File: config.mk
export PLATFORM = sky130hd
export DESIGN_NAME = osr_serial_rx
export DESIGN_NICKNAME = d
export VERILOG_FILES = /design/src/rtl/osr_rx_pkg.sv /design/src/rtl/osr_sync.sv /design/src/rtl/osr_bit_sampler.sv /design/src/rtl/osr_idle_tracker.sv /design/src/rtl/osr_serial_rx.sv
export SDC_FILE = /design/constraint.sdc
export NUM_CORES = 1
export LEC_CHECK = 0
export BUFFER_PORTS_ARGS = -buffer_cell sky130_fd_sc_hd__buf_4
export CAP_MARGIN = 20
export CORE_UTILIZATION = 30
export CTS_BUF_LIST = sky130_fd_sc_hd__clkbuf_4
export CTS_CLUSTER_SIZE = 30
export DETAILED_ROUTE_END_ITERATION = 8
export GPL_TIMING_DRIVEN = 0
export RECOVER_POWER = 100
export SLEW_MARGIN = 10
export SYNTH_ARGS = -nofsm -noshare
export SYNTH_HDL_FRONTEND = slang
export SYNTH_HIERARCHICAL = 1
export SYNTH_SLANG_ARGS = --single-unit
export TNS_END_PERCENT = 20
File: constraint.sdc
create_clock -name clk -period 5.2 [get_ports clk]
set_input_delay 0.52 -clock clk [delete_from_list [all_inputs] [get_ports clk]]
set_output_delay 0.52 -clock clk [all_outputs]
set_load 0.02 [all_outputs]
File: src/rtl/osr_rx_pkg.sv
package osr_rx_pkg;

    typedef enum logic [2:0] {
        ST_HUNT  = 3'd0,
        ST_START = 3'd1,
        ST_DATA  = 3'd2,
        ST_PAR   = 3'd3,
        ST_STOP  = 3'd4
    } rx_state_e;

    // Two-of-three vote
    function automatic logic majority3(input logic a, input logic b, input logic c);
        return (a & b) | (a & c) | (b & c);
    endfunction

    // Passive bit times needed before the line counts as idle.
    // len_m1 is data bits minus one.
    function automatic int idle_threshold(input int len_m1, input logic par_en);
        return len_m1 + 1 + 2 + (par_en ? 1 : 0);
    endfunction

endpackage

File: src/rtl/osr_sync.sv
module osr_sync #(
    parameter int STAGES = 2
) (
    input  logic clk,
    input  logic rst,
    input  logic d_i,
    output logic q_o
);
    for (genvar i = 0; i < STAGES; i++) begin : g_st
        logic s;
        if (i == 0) begin : g_first
            always_ff @(posedge clk) begin
                if (rst) s <= 1'b1;
                else     s <= d_i;
            end
        end else begin : g_next
            always_ff @(posedge clk) begin
                if (rst) s <= 1'b1;
                else     s <= g_st[i-1].s;
            end
        end
    end

    assign q_o = g_st[STAGES-1].s;
endmodule

File: src/rtl/osr_bit_sampler.sv
module osr_bit_sampler
    import osr_rx_pkg::*;
(
    input  logic clk,
    input  logic rst,
    input  logic qen_i,
    input  logic line_i,
    input  logic vote_i,
    output logic bit_o,
    output logic noisy_o
);
    // hist[0] holds the previous quantum, hist[1] the one before it
    logic [1:0] hist;

    always_ff @(posedge clk) begin
        if (rst)        hist <= 2'b11;
        else if (qen_i) hist <= {hist[0], line_i};
    end

    assign bit_o   = vote_i ? majority3(hist[1], hist[0], line_i) : line_i;
    assign noisy_o = vote_i && !((hist[1] == hist[0]) && (hist[0] == line_i));
endmodule

File: src/rtl/osr_idle_tracker.sv
module osr_idle_tracker #(
    parameter int QW = 5,
    parameter int BW = 6
) (
    input  logic          clk,
    input  logic          rst,
    input  logic          qen_i,
    input  logic          line_i,
    input  logic [QW-1:0] qpb_i,
    input  logic [BW-1:0] thr_i,
    input  logic          clear_i,
    output logic          idle_o
);
    logic [QW-1:0] qc;
    logic [BW-1:0] bc;
    logic          flag;

    always_ff @(posedge clk) begin
        if (rst || clear_i) begin
            qc   <= '0;
            bc   <= '0;
            flag <= 1'b0;
        end else if (qen_i && !flag) begin
            if (!line_i) begin
                qc <= '0;
                bc <= '0;
            end else if (qc == qpb_i) begin
                qc <= '0;
                bc <= bc + BW'(1);
                if ((bc + BW'(1)) >= thr_i) flag <= 1'b1;
            end else begin
                qc <= qc + QW'(1);
            end
        end
    end

    assign idle_o = flag;


    idle_set_chk: assert property (@(posedge clk) disable iff (rst)
        $rose(flag) |-> ($past(line_i) && $past(qen_i)));


    idle_clear_chk: assert property (@(posedge clk) disable iff (rst)
        clear_i |=> !flag);
endmodule

File: src/rtl/osr_serial_rx.sv
module osr_serial_rx
    import osr_rx_pkg::*;
#(
    parameter int QW          = 5,
    parameter int LW          = 4,
    parameter int SYNC_STAGES = 2
) (
    input  logic                  clk,
    input  logic                  rst,
    input  logic                  rxd_i,
    input  logic                  qen_i,
    input  logic [QW-1:0]         cfg_qpb,
    input  logic [QW-1:0]         cfg_sp,
    input  logic [LW-1:0]         cfg_len,
    input  logic                  cfg_par_en,
    input  logic                  cfg_vote,
    input  logic                  cfg_two_stop,
    input  logic                  cfg_idle_chk,
    input  logic                  cfg_busy_en,
    output logic [(1<<LW)-1:0]    rx_data,
    output logic                  rx_valid,
    output logic                  frame_err,
    output logic                  par_err,
    output logic                  noise_pulse,
    output logic                  rx_busy,
    output logic                  rx_idle
);
    localparam int DMAX = 1 << LW;
    localparam int BW   = $clog2(DMAX + 4) + 1;

    typedef struct packed {
        rx_state_e       st;
        logic [QW-1:0]   qcnt;
        logic [LW-1:0]   bidx;
        logic            sidx;
        logic [DMAX-1:0] data;
        logic            ferr;
        logic            perr;
    } ctx_t;

    logic          line;
    logic          samp_bit;
    logic          samp_noisy;
    logic          idle_ok;
    logic          idle_clr;
    logic [BW-1:0] thr;

    osr_sync #(.STAGES(SYNC_STAGES)) u_sync (
        .clk (clk),
        .rst (rst),
        .d_i (rxd_i),
        .q_o (line)
    );

    osr_bit_sampler u_samp (
        .clk     (clk),
        .rst     (rst),
        .qen_i   (qen_i),
        .line_i  (line),
        .vote_i  (cfg_vote),
        .bit_o   (samp_bit),
        .noisy_o (samp_noisy)
    );

    assign thr = BW'(idle_threshold(int'(cfg_len), cfg_par_en));

    osr_idle_tracker #(.QW(QW), .BW(BW)) u_idle (
        .clk     (clk),
        .rst     (rst),
        .qen_i   (qen_i),
        .line_i  (line),
        .qpb_i   (cfg_qpb),
        .thr_i   (thr),
        .clear_i (idle_clr),
        .idle_o  (idle_ok)
    );

    assign rx_idle = !cfg_idle_chk || idle_ok;

    ctx_t cur, nxt;
    logic fin;
    logic noise_n;
    logic at_sp, at_end;

    assign at_sp  = (cur.qcnt == cfg_sp);
    assign at_end = (cur.qcnt == cfg_qpb);

    always_comb begin
        nxt     = cur;
        fin     = 1'b0;
        noise_n = 1'b0;
        if (qen_i) begin
            if (cur.st == ST_HUNT) begin
                if (rx_idle && !line) begin
                    nxt.st   = ST_START;
                    nxt.qcnt = QW'(1);
                    nxt.bidx = '0;
                    nxt.sidx = 1'b0;
                    nxt.data = '0;
                    nxt.ferr = 1'b0;
                    nxt.perr = 1'b0;
                end
            end else begin
                nxt.qcnt = at_end ? '0 : cur.qcnt + QW'(1);
                if (at_sp) noise_n = samp_noisy;
                case (cur.st)
                    ST_START: begin
                        if (at_sp && samp_bit) begin
                            nxt.st   = ST_HUNT;
                            nxt.qcnt = '0;
                        end else if (at_end) begin
                            nxt.st = ST_DATA;
                        end
                    end
                    ST_DATA: begin
                        if (at_sp) nxt.data[cur.bidx] = samp_bit;
                        if (at_end) begin
                            if (cur.bidx == cfg_len) nxt.st = cfg_par_en ? ST_PAR : ST_STOP;
                            else                     nxt.bidx = cur.bidx + LW'(1);
                        end
                    end
                    ST_PAR: begin
                        if (at_sp) nxt.perr = samp_bit ^ (^cur.data);
                        if (at_end) nxt.st = ST_STOP;
                    end
                    ST_STOP: begin
                        if (at_sp) begin
                            nxt.ferr = cur.ferr | !samp_bit;
                            if (cur.sidx == cfg_two_stop) begin
                                fin      = 1'b1;
                                nxt.st   = ST_HUNT;
                                nxt.qcnt = '0;
                            end
                        end
                        if (at_end && !fin) nxt.sidx = 1'b1;
                    end
                    default: nxt.st = ST_HUNT;
                endcase
            end
        end
    end

    assign idle_clr = fin && nxt.ferr;

    always_ff @(posedge clk) begin
        if (rst) begin
            cur         <= '0;
            rx_data     <= '0;
            rx_valid    <= 1'b0;
            frame_err   <= 1'b0;
            par_err     <= 1'b0;
            noise_pulse <= 1'b0;
        end else begin
            cur         <= nxt;
            rx_valid    <= fin;
            frame_err   <= fin && nxt.ferr;
            par_err     <= fin && cur.perr;
            noise_pulse <= noise_n;
            if (fin) rx_data <= nxt.data;
        end
    end

    assign rx_busy = cfg_busy_en && (cur.st != ST_HUNT);


    valid_single_chk: assert property (@(posedge clk) disable iff (rst)
        rx_valid |=> !rx_valid);


    ferr_with_valid_chk: assert property (@(posedge clk) disable iff (rst)
        frame_err |-> rx_valid);


    perr_with_valid_chk: assert property (@(posedge clk) disable iff (rst)
        par_err |-> (rx_valid && $past(cfg_par_en)));


    noise_vote_chk: assert property (@(posedge clk) disable iff (rst)
        noise_pulse |-> $past(cfg_vote));


    busy_before_valid_chk: assert property (@(posedge clk) disable iff (rst)
        rx_valid |-> ($past(rx_busy) || !$past(cfg_busy_en)));


    valid_after_idle_chk: assert property (@(posedge clk) disable iff (rst)
        rx_valid |-> $past(rx_idle));
endmodule

==> impl_metrics.toml, run 1 <==
[status]
status = "finished, violations left"
violations = "capacitance limit"

[logic_synthesis]
synth_top_cell_by_area = "dfxtp_1"
synth_flop_cell = "dfxtp_1"
synth_cell_type_count = 70
yosysSeqAreaShare = 0.350
yosysMostFrequentCell = "dfxtp_1"
syn_area_mm2 = 0.00383
ys_seq_elements = 67
synth_edf_count = 0
synth_cells = 445
synth_top_area_share = 0.350
syn_area_per_cell_um2 = 8.61
yosys-top-cells-area = "dfxtp_1 (35%), xnor2_1 (5.7%), ha_1 (5.6%)"
yosys_warnings = 6
syn_nets = 485
synth_async_sr_flop_share = 0
synth_common_cells = "dfxtp_1 (67), nor2_1 (38), nand2_1 (37)"

[route]
drc = 0
drt_iter0_markers = 217
viasPerCell = 5.01
postRouteAntennaNets = 0
drtPass1Iterations = 4
wire_per_inst_um = 14.1
finalWirelength_um = 9490
vias = 3367

[clock_network]
tritoncts = "built"
ctsHtreeMaxLevel = 3
clkSlewWorstSetupHoldPaths_ps = 100
numCtsBuffers = 9
ctsHoldBuffers = 0
cts_root_buf = "clkbuf_4"
clkSinkCount = 67
postCtsSetupBuffers = 0
cts_resized = 0
clk_latency_ps = 440
clockBufferDepth = 2

[global_routing]
grt_pass1_vias = 3220
grt_max_degree = 13
antenna_found_initial = 0
grt_pass1_wl_um = 15900
grt_use_total = 0.156
grt.overflow.total = 0

[critical_path]
cp.arrival_ps = 3300
path_buf_inv = 1
rrSetupSlack_ps = 2190
critPathSlowestCell = "a2111oi_0"
rr_worst_depth = 6
path_cells = "inv_1 -> o21ai_0 -> nand2_1 -> a2111oi_0 -> or3_1 -> a311oi_1"
crit_family = "compound AO/OA/AOI/OAI gates"
crit_path_start_kind = "flop"
r2r-end = "cur[23]$_SDFFE_PP0P_"
worst_setup_path_end_kind = "flop"
worst-path-max-fanout = 8
cp.required_ps = 5490
slowest_delay_ps = 1250
reg2reg_from = "u_sync/q_o$_SDFF_PP1_"
worst-setup-path-type = "reg -> reg"

[sta]
slew_headroom = 0.0162
setup-violations-final = 0
fmax_mhz = 332
fin_setup_tns_ps = 0
grt_setup_unrepaired = "false"
slew_viol_final = 0
whs_ps = 276
min_period_ps = 3010
min_period_over_period = 0.579
fin_ws_ps = 2190
worstMarginPinSlew_ps = 1440
hold_viol_final = 0
fin_skew_ps = 17.5

[power]
p_total_mw = 0.945
power.switching_mw = 0.245
p_leak_nw = 1.58
p_clk_frac = 0.355
p_int_mw = 0.701
p_seq_frac = 0.551
switching_share = 0.259
powerDensity_mw_per_mm2 = 216
peakVddDrop_uv = 147
comb_power_share = 0.094

[layout]
multi_input_area_mm2 = 0.00225
drive_above_1_share = 0.121
regArea_mm2 = 0.00134
num-nets-final = 540
antenna_cells = 0
fillers = 1338
final_area_mm2 = 0.00439
area_delta_synth_final_pct = 14.5

[floorplanning]
die-area_mm2 = 0.0132
ios = 45
dieWidth_um = 115
die_h_um = 115
initial_core_util = 0.314
rows = 40
core_mm2 = 0.0122

[placement]
placed_cell_area_mm2 = 0.00437
dp_slack_ps = 2240
port_buffers = 44
gp_congestion = 0.882
dpl.hpwl_um = 7470

[hold_path]
holdPathEnd = "u_sync/g_st[0].s$_SDFF_PP1_"
worstHoldStart = "rxd_i"
min_path_cells = 2
hold_class = "in -> reg"

[flow_run]
max_cap_viol_count = 1
registers in the layout (all words and copies together), names as in the netlist:
| signal | count |
|---|---|
| cur | 31 |
| frame_err | 1 |
| noise_pulse | 1 |
| par_err | 1 |
| rx_data | 16 |
| rx_valid | 1 |
| u_idle/bc | 6 |
| u_idle/idle_o | 1 |
| u_idle/qc | 5 |
| u_samp/hist | 2 |
| u_sync/g_st.s | 1 |
| u_sync/q_o | 1 |
worst max path at each step:
stage	endpoint	start	depth (start not counted)
finish	cur[23]$_SDFFE_PP0P_	u_sync/q_o$_SDFF_PP1_	6
global route	u_idle/idle_o$_SDFFE_PP0P_	cur[28]$_SDFFE_PP0P_	11
CTS	u_idle/bc[5]$_SDFFE_PP0P_	cur[28]$_SDFFE_PP0P_	11
detailed placement	u_idle/bc[5]$_SDFFE_PP0P_	qen_i	11
global placement	u_idle/bc[5]$_SDFFE_PP0P_	qen_i	11
floorplan	u_idle/bc[5]$_SDFFE_PP0P_	qen_i	10
kinds of logic (layout without fill, tap and decap cells):
group	after synthesis	after routing	synth area share
adders and majority gates	17	17	0.0555
and+or+nand+nor	158	158	0.220
DFF	67	67	0.350
other	1	1	0.000979
AOI/OAI and AO/OA	112	112	0.202
buffers and inverters	44	103	0.0565
xor gates and xnor gates	44	44	0.110
muxes	2	2	0.00523
layout make-up:
type,instances,area share
plain buffers,21,0.0274
clock buffers,10,0.0171
clock inverters,5,0.0126
inverters,23,0.0197
multi-input cells,334,0.513
flip-flops and latches,67,0.306
well taps,168,0.0479
repair buffers,44,0.0565
metal layers:
layer / wire [um] / track usage
met5: 0 / 0
met2: 4590 / 0.266
met3: 376 / 0.0406
met1: 4350 / 0.189
met4: 165 / 0.0528
placed cells by master, fill, tap and decap left out, types with 7 or more instances in the layout:
cell type / n
buf_4: 26
clkbuf_4: 10
a21oi_1: 24
a211oi_1: 16
nand2b_1: 9
nand3_1: 17
inv_1: 23
nand2_1: 37
xor2_1: 15
xnor2_1: 25
o211ai_1: 7
nor3_1: 8
clkbuf_1: 33
dfxtp_1: 67
ha_1: 17
nor2_1: 38
o21ai_0: 27
power by group through the flow:
stage | Clock [mW] | Sequential (mW) | Combinational, mW
6_report | 0.336 | 0.521 | 0.0887
5_1_grt | 0.368 | 0.522 | 0.0990
4_1_cts | 0.348 | 0.521 | 0.0915
3_5_place_dp | 0 | 0.533 | 0.0911
3_3_place_gp | 0 | 0.533 | 0.0897
2_1_floorplan | 0 | 0.532 | 0.0561
through the flow:
stage | cells | util
6_report | 672 | 0.359
5_1_grt | 672 | 0.359
4_1_cts | 672 | 0.369
3_5_place_dp | 657 | 0.358
3_3_place_gp | 657 | 0.358
2_1_floorplan | 445 | -
(Power assumes the default switching activity.)
==> run 2: changes to the inputs <==
==> constraint.sdc (replaced) <==
create_clock -name clk -period 3 [get_ports clk]
set_input_delay 0.3 -clock clk [delete_from_list [all_inputs] [get_ports clk]]
set_output_delay 0.3 -clock clk [all_outputs]
set_load 0.02 [all_outputs]
==> impl_metrics.toml, run 2 (same netlist as run 1, synthesis figures left out) <==
[layout]
final_area_mm2 = 0.00440
antenna_cells = 0
regMostFlops = "cur"
num-nets-final = 540
largest_register_ffs = 31
finalNonFillerCells = 672
top_regs = "cur (31), rx_data (16), u_idle/bc (6)"
final_common_cell = "dfxtp_1"
drive_above_1_share = 0.127
area_delta_synth_final_pct = 14.9
final_cell_mix = "dfxtp_1 (67), nor2_1 (38), nand2_1 (37)"

[critical_path]
rr_worst_depth = 11
path_cells = "or3_1 -> clkbuf_1 -> nor3_2 -> nand2_1 -> a32oi_1 -> nor2_1 -> nor4b_1 -> and4_1 -> buf_2 -> nand3_1 -> o21ai_0"
worst-path-max-fanout = 6
cp.required_ps = 3350
worst-setup-path-type = "reg -> reg"
cp.arrival_ps = 3020
critPathSlowestCell = "dfxtp_1"
r2r-end = "u_idle/idle_o$_SDFFE_PP0P_"
reg2reg_from = "cur[28]$_SDFFE_PP0P_"
worst_setup_path_end_kind = "flop"
crit_path_start_kind = "flop"
slowest_delay_ps = 340
rrSetupSlack_ps = 330

[route]
postRouteAntennaNets = 0
drc = 0
vias = 3372
drt_iter0_markers = 180
wl_met3_um = 490
viasPerCell = 5.02
wl_met2_um = 4640
met1_length_um = 4190
drtPass1Iterations = 4
highest_layer = "met4"
wire_per_inst_um = 14.1
finalWirelength_um = 9470

[global_routing]
grt.overflow.total = 0
grt_use_total = 0.156
antenna_found_initial = 0
grt_pass1_wl_um = 15900
grt_pass1_vias = 3220
grt_max_degree = 13

[clock_network]
clkSinkCount = 67
numCtsBuffers = 9
clockBufferDepth = 2
clk_latency_ps = 430
cts_root_buf = "clkbuf_4"
tritoncts = "built"
clkSlewWorstSetupHoldPaths_ps = 100
ctsHtreeMaxLevel = 3

[power]
power.switching_mw = 0.425
peakVddDrop_uv = 255
p_clk_frac = 0.356
p_int_mw = 1.21
powerDensity_mw_per_mm2 = 373
p_leak_nw = 1.59
switching_share = 0.259
comb_power_share = 0.094
p_seq_frac = 0.551

[floorplanning]
ios = 45
die-area_mm2 = 0.0132
core_mm2 = 0.0122
initial_core_util = 0.314
dieWidth_um = 115
die_h_um = 115
rows = 40

[hold_path]
hold_class = "in -> reg"
worstHoldStart = "rxd_i"
holdPathEnd = "u_sync/g_st[0].s$_SDFF_PP1_"
min_path_cells = 2

[placement]
dpl.hpwl_um = 7470
port_buffers = 44
dp.cells = 657
gp_congestion = 0.882
placed_cell_area_mm2 = 0.00437

[sta]
fin_skew_ps = 15.9
grt_setup_unrepaired = "false"
worstMarginPinSlew_ps = 1180
fmax_mhz = 374
slew_viol_final = 0
hold_viol_final = 0
fin_setup_tns_ps = 0
slew_headroom = 0.207
setup-violations-final = 0
min_period_ps = 2670
min_period_over_period = 0.890

[status]
status = "finished clean"

[flow_run]
max_cap_viol_count = 0
[run 2: per-layer routing]
metal / vias up / track usage
met5: - / 0
met4: 0 / 0.0528
met3: 15 / 0.0406
met2: 78 / 0.266
met1: 1582 / 0.189
li1: 1697 / -
[run 2: critical path, delay by kind of cell, from the launching register on]
kind / cells / cell delay (ps)
AND/OR/NAND/NOR: 7 / 1440
buffers and inverters: 2 / 360
AO/OA/AOI/OAI: 2 / 450
flip-flops: 1 / 340
[run 2: worst max path at each step]
stage / startpoint / endpoint / slack, ps / depth (start not counted)
after floorplan: cur[30]$_SDFFE_PP0P_ / u_idle/bc[5]$_SDFFE_PP0P_ / 780 / 11
after detailed placement: cur[28]$_SDFFE_PP0P_ / u_idle/bc[5]$_SDFFE_PP0P_ / 240 / 11
after global placement: cur[28]$_SDFFE_PP0P_ / u_idle/bc[5]$_SDFFE_PP0P_ / 260 / 11
final: cur[28]$_SDFFE_PP0P_ / u_idle/idle_o$_SDFFE_PP0P_ / 330 / 11
after CTS: cur[28]$_SDFFE_PP0P_ / u_idle/bc[5]$_SDFFE_PP0P_ / 200 / 11
after global routing: cur[28]$_SDFFE_PP0P_ / u_idle/idle_o$_SDFFE_PP0P_ / 40 / 11
[run 2: through the flow]
step | power (mW) | util | worst slack [ps] | hold slack (ps)
2_1_floorplan | 1.02 | - | 777 | 383
3_3_place_gp | 1.08 | 0.358 | 263 | 387
3_5_place_dp | 1.08 | 0.358 | 235 | 394
4_1_cts | 1.66 | 0.369 | 202 | 35.5
5_1_grt | 1.71 | 0.360 | 43.8 | 36.3
6_report | 1.64 | 0.360 | 329 | 57.6
[run 2: area by class of cell]
type / instances / area, um^2
fillers: 1337 / 7810
multi-input cells: 334 / 2260
flip-flops and latches: 67 / 1340
repair buffers: 44 / 248
well taps: 168 / 210
plain buffers: 21 / 129
inverters: 23 / 86.3
clock buffers: 10 / 75.1
clock inverters: 5 / 55.1
[run 2: timing repair]
item                       in CTS  in global routing
resized for setup               0                  1
hold buffers                    0                  0
setup buffers                   0                  0
setup endpoints to repair       0                  5
[run 2: power by group through the flow]
stage | sequential, mW | combinational [mW] | clock, mW
4_1_cts | 0.903 | 0.159 | 0.602
3_3_place_gp | 0.923 | 0.156 | 0
5_1_grt | 0.904 | 0.172 | 0.637
2_1_floorplan | 0.922 | 0.0972 | 0
3_5_place_dp | 0.924 | 0.158 | 0
6_report | 0.903 | 0.154 | 0.583
==> run 3: changes to the inputs <==
--- a/config.mk
+++ b/config.mk
@@ -8,7 +8,6 @@
 export BUFFER_PORTS_ARGS = -buffer_cell sky130_fd_sc_hd__buf_4
 export CAP_MARGIN = 20
 export CORE_UTILIZATION = 30
-export CTS_BUF_LIST = sky130_fd_sc_hd__clkbuf_4
 export CTS_CLUSTER_SIZE = 30
 export DETAILED_ROUTE_END_ITERATION = 8
 export GPL_TIMING_DRIVEN = 0
==> impl_metrics.toml, run 3 (same netlist as run 1, synthesis figures left out) <==
[clock_network]
clockBufferDepth = 2
clkSinkCount = 67
clkSlewWorstSetupHoldPaths_ps = 60
postCtsSetupBuffers = 0
cts_root_buf = "clkbuf_16"
tritoncts = "built"
clk_latency_ps = 340
numCtsBuffers = 9
ctsHtreeMaxLevel = 3

[critical_path]
cp_num_cells = 5
cp.arrival_ps = 2950
path_buf_inv = 0
reg2reg_from = "u_idle/idle_o$_SDFFE_PP0P_"
crit_family = "compound AO/OA/AOI/OAI gates"
crit_path_end = "cur[22]$_SDFFE_PP0P_"
rrSetupSlack_ps = 310
worst-path-max-fanout = 10
slowest_delay_ps = 950
rr_worst_depth = 5
startpoint = "u_idle/idle_o$_SDFFE_PP0P_"
worst_setup_path_end_kind = "flop"
path_cells = "nor2b_1 -> o21ai_0 -> nand3_1 -> or4_1 -> a21boi_0"
cp.required_ps = 3270
crit_path_start_kind = "flop"
r2r-end = "cur[22]$_SDFFE_PP0P_"
critPathSlowestCell = "o21ai_0"
worst-setup-path-type = "reg -> reg"

[power]
powerDensity_mw_per_mm2 = 457
p_total_mw = 2.08
p_leak_nw = 1.66
peakVddDrop_uv = 341

[layout]
largest_register_ffs = 31
fillers = 1322
num-nets-final = 540
finalNonFillerCells = 672
top_regs = "cur (31), rx_data (16), u_idle/bc (6)"
area_delta_synth_final_pct = 18.9
utilization = 0.373
regMostFlops = "cur"
antenna_cells = 0
drive_above_1_share = 0.125
final_common_cell = "dfxtp_1"
final_area_mm2 = 0.00455
final_cell_mix = "dfxtp_1 (67), nor2_1 (38), nand2_1 (37)"

[flow_run]
max_cap_viol_count = 0

[floorplanning]
core_mm2 = 0.0122
rows = 40
die-area_mm2 = 0.0132
ios = 45
initial_core_util = 0.314
dieWidth_um = 115
die_h_um = 115

[route]
drt_iter0_markers = 183
vias = 3366
postRouteAntennaNets = 0
drc = 0
wire_per_inst_um = 14.3
finalWirelength_um = 9640
viasPerCell = 5.01
drtPass1Iterations = 4

[hold_path]
worstHoldStart = "rxd_i"
hold_class = "in -> reg"

[sta]
fin_setup_tns_ps = 0
fmax_mhz = 372
grt_setup_unrepaired = "false"
slew_headroom = 0.177
hold_viol_final = 0
fin_ws_ps = 314
slew_viol_final = 0
min_period_over_period = 0.895
worstMarginPinSlew_ps = 1220
whs_ps = 150
fin_skew_ps = 6.81
setup-violations-final = 0
min_period_ps = 2690

[placement]
dp_slack_ps = 235
placed_cell_area_mm2 = 0.00437
gp_congestion = 0.882
port_buffers = 44
dpl.hpwl_um = 7470
dp.cells = 657

[global_routing]
grt_max_degree = 13
grt_pass1_wl_um = 16000
antenna_found_initial = 0
grt_use_total = 0.157
grt_pass1_vias = 3249
grt.overflow.total = 0

[status]
status = "finished clean"
[run 3: cell counts in the layout (fill, tap and decap cells not counted)]
No cell type changed its count.
[run 3: how the worst min path moves through the flow]
stage | cells past startpoint | to
after global placement | 1 | u_sync/q_o$_SDFF_PP1_
after detailed placement | 1 | u_sync/q_o$_SDFF_PP1_
final | 2 | u_sync/g_st[0].s$_SDFF_PP1_
after floorplan | 1 | u_sync/q_o$_SDFF_PP1_
after CTS | 2 | u_sync/g_st[0].s$_SDFF_PP1_
after global routing | 2 | u_sync/g_st[0].s$_SDFF_PP1_
[run 3: cell type report]
| class | instances | area (um^2) | area share |
|---|---|---|---|
| Buffer | 21 | 129 | 0.0283 |
| Clock buffer | 10 | 229 | 0.0503 |
| Inverter | 23 | 86.3 | 0.0190 |
| Sequential cell | 67 | 1340 | 0.295 |
| Timing Repair Buffer | 44 | 248 | 0.0544 |
| Clock inverter | 5 | 55.1 | 0.0121 |
| Tap cell | 168 | 210 | 0.0462 |
| Multi-Input combinational cell | 334 | 2260 | 0.495 |
[run 3: metal layers]
metal / routed length [um] / global-route usage / vias up
li1: - / - / 1696
met1: 4400 / 0.189 / 1576
met2: 4610 / 0.266 / 79
met3: 442 / 0.0432 / 15
met4: 184 / 0.0606 / 0
met5: 0 / 0 / -
[run 3: where the power goes]
group          leakage (nW)  total [mW]  internal (mW)  switching [mW]
Sequential            0.541       0.904          0.897         0.00756
Clock                 0.134        1.02          0.635           0.387
Combinational         0.983       0.154         0.0638          0.0902
[run 3: repair_timing]
action,in CTS,in global routing
setup endpoints to repair,0,5
hold buffers,0,0
resized for setup,0,1
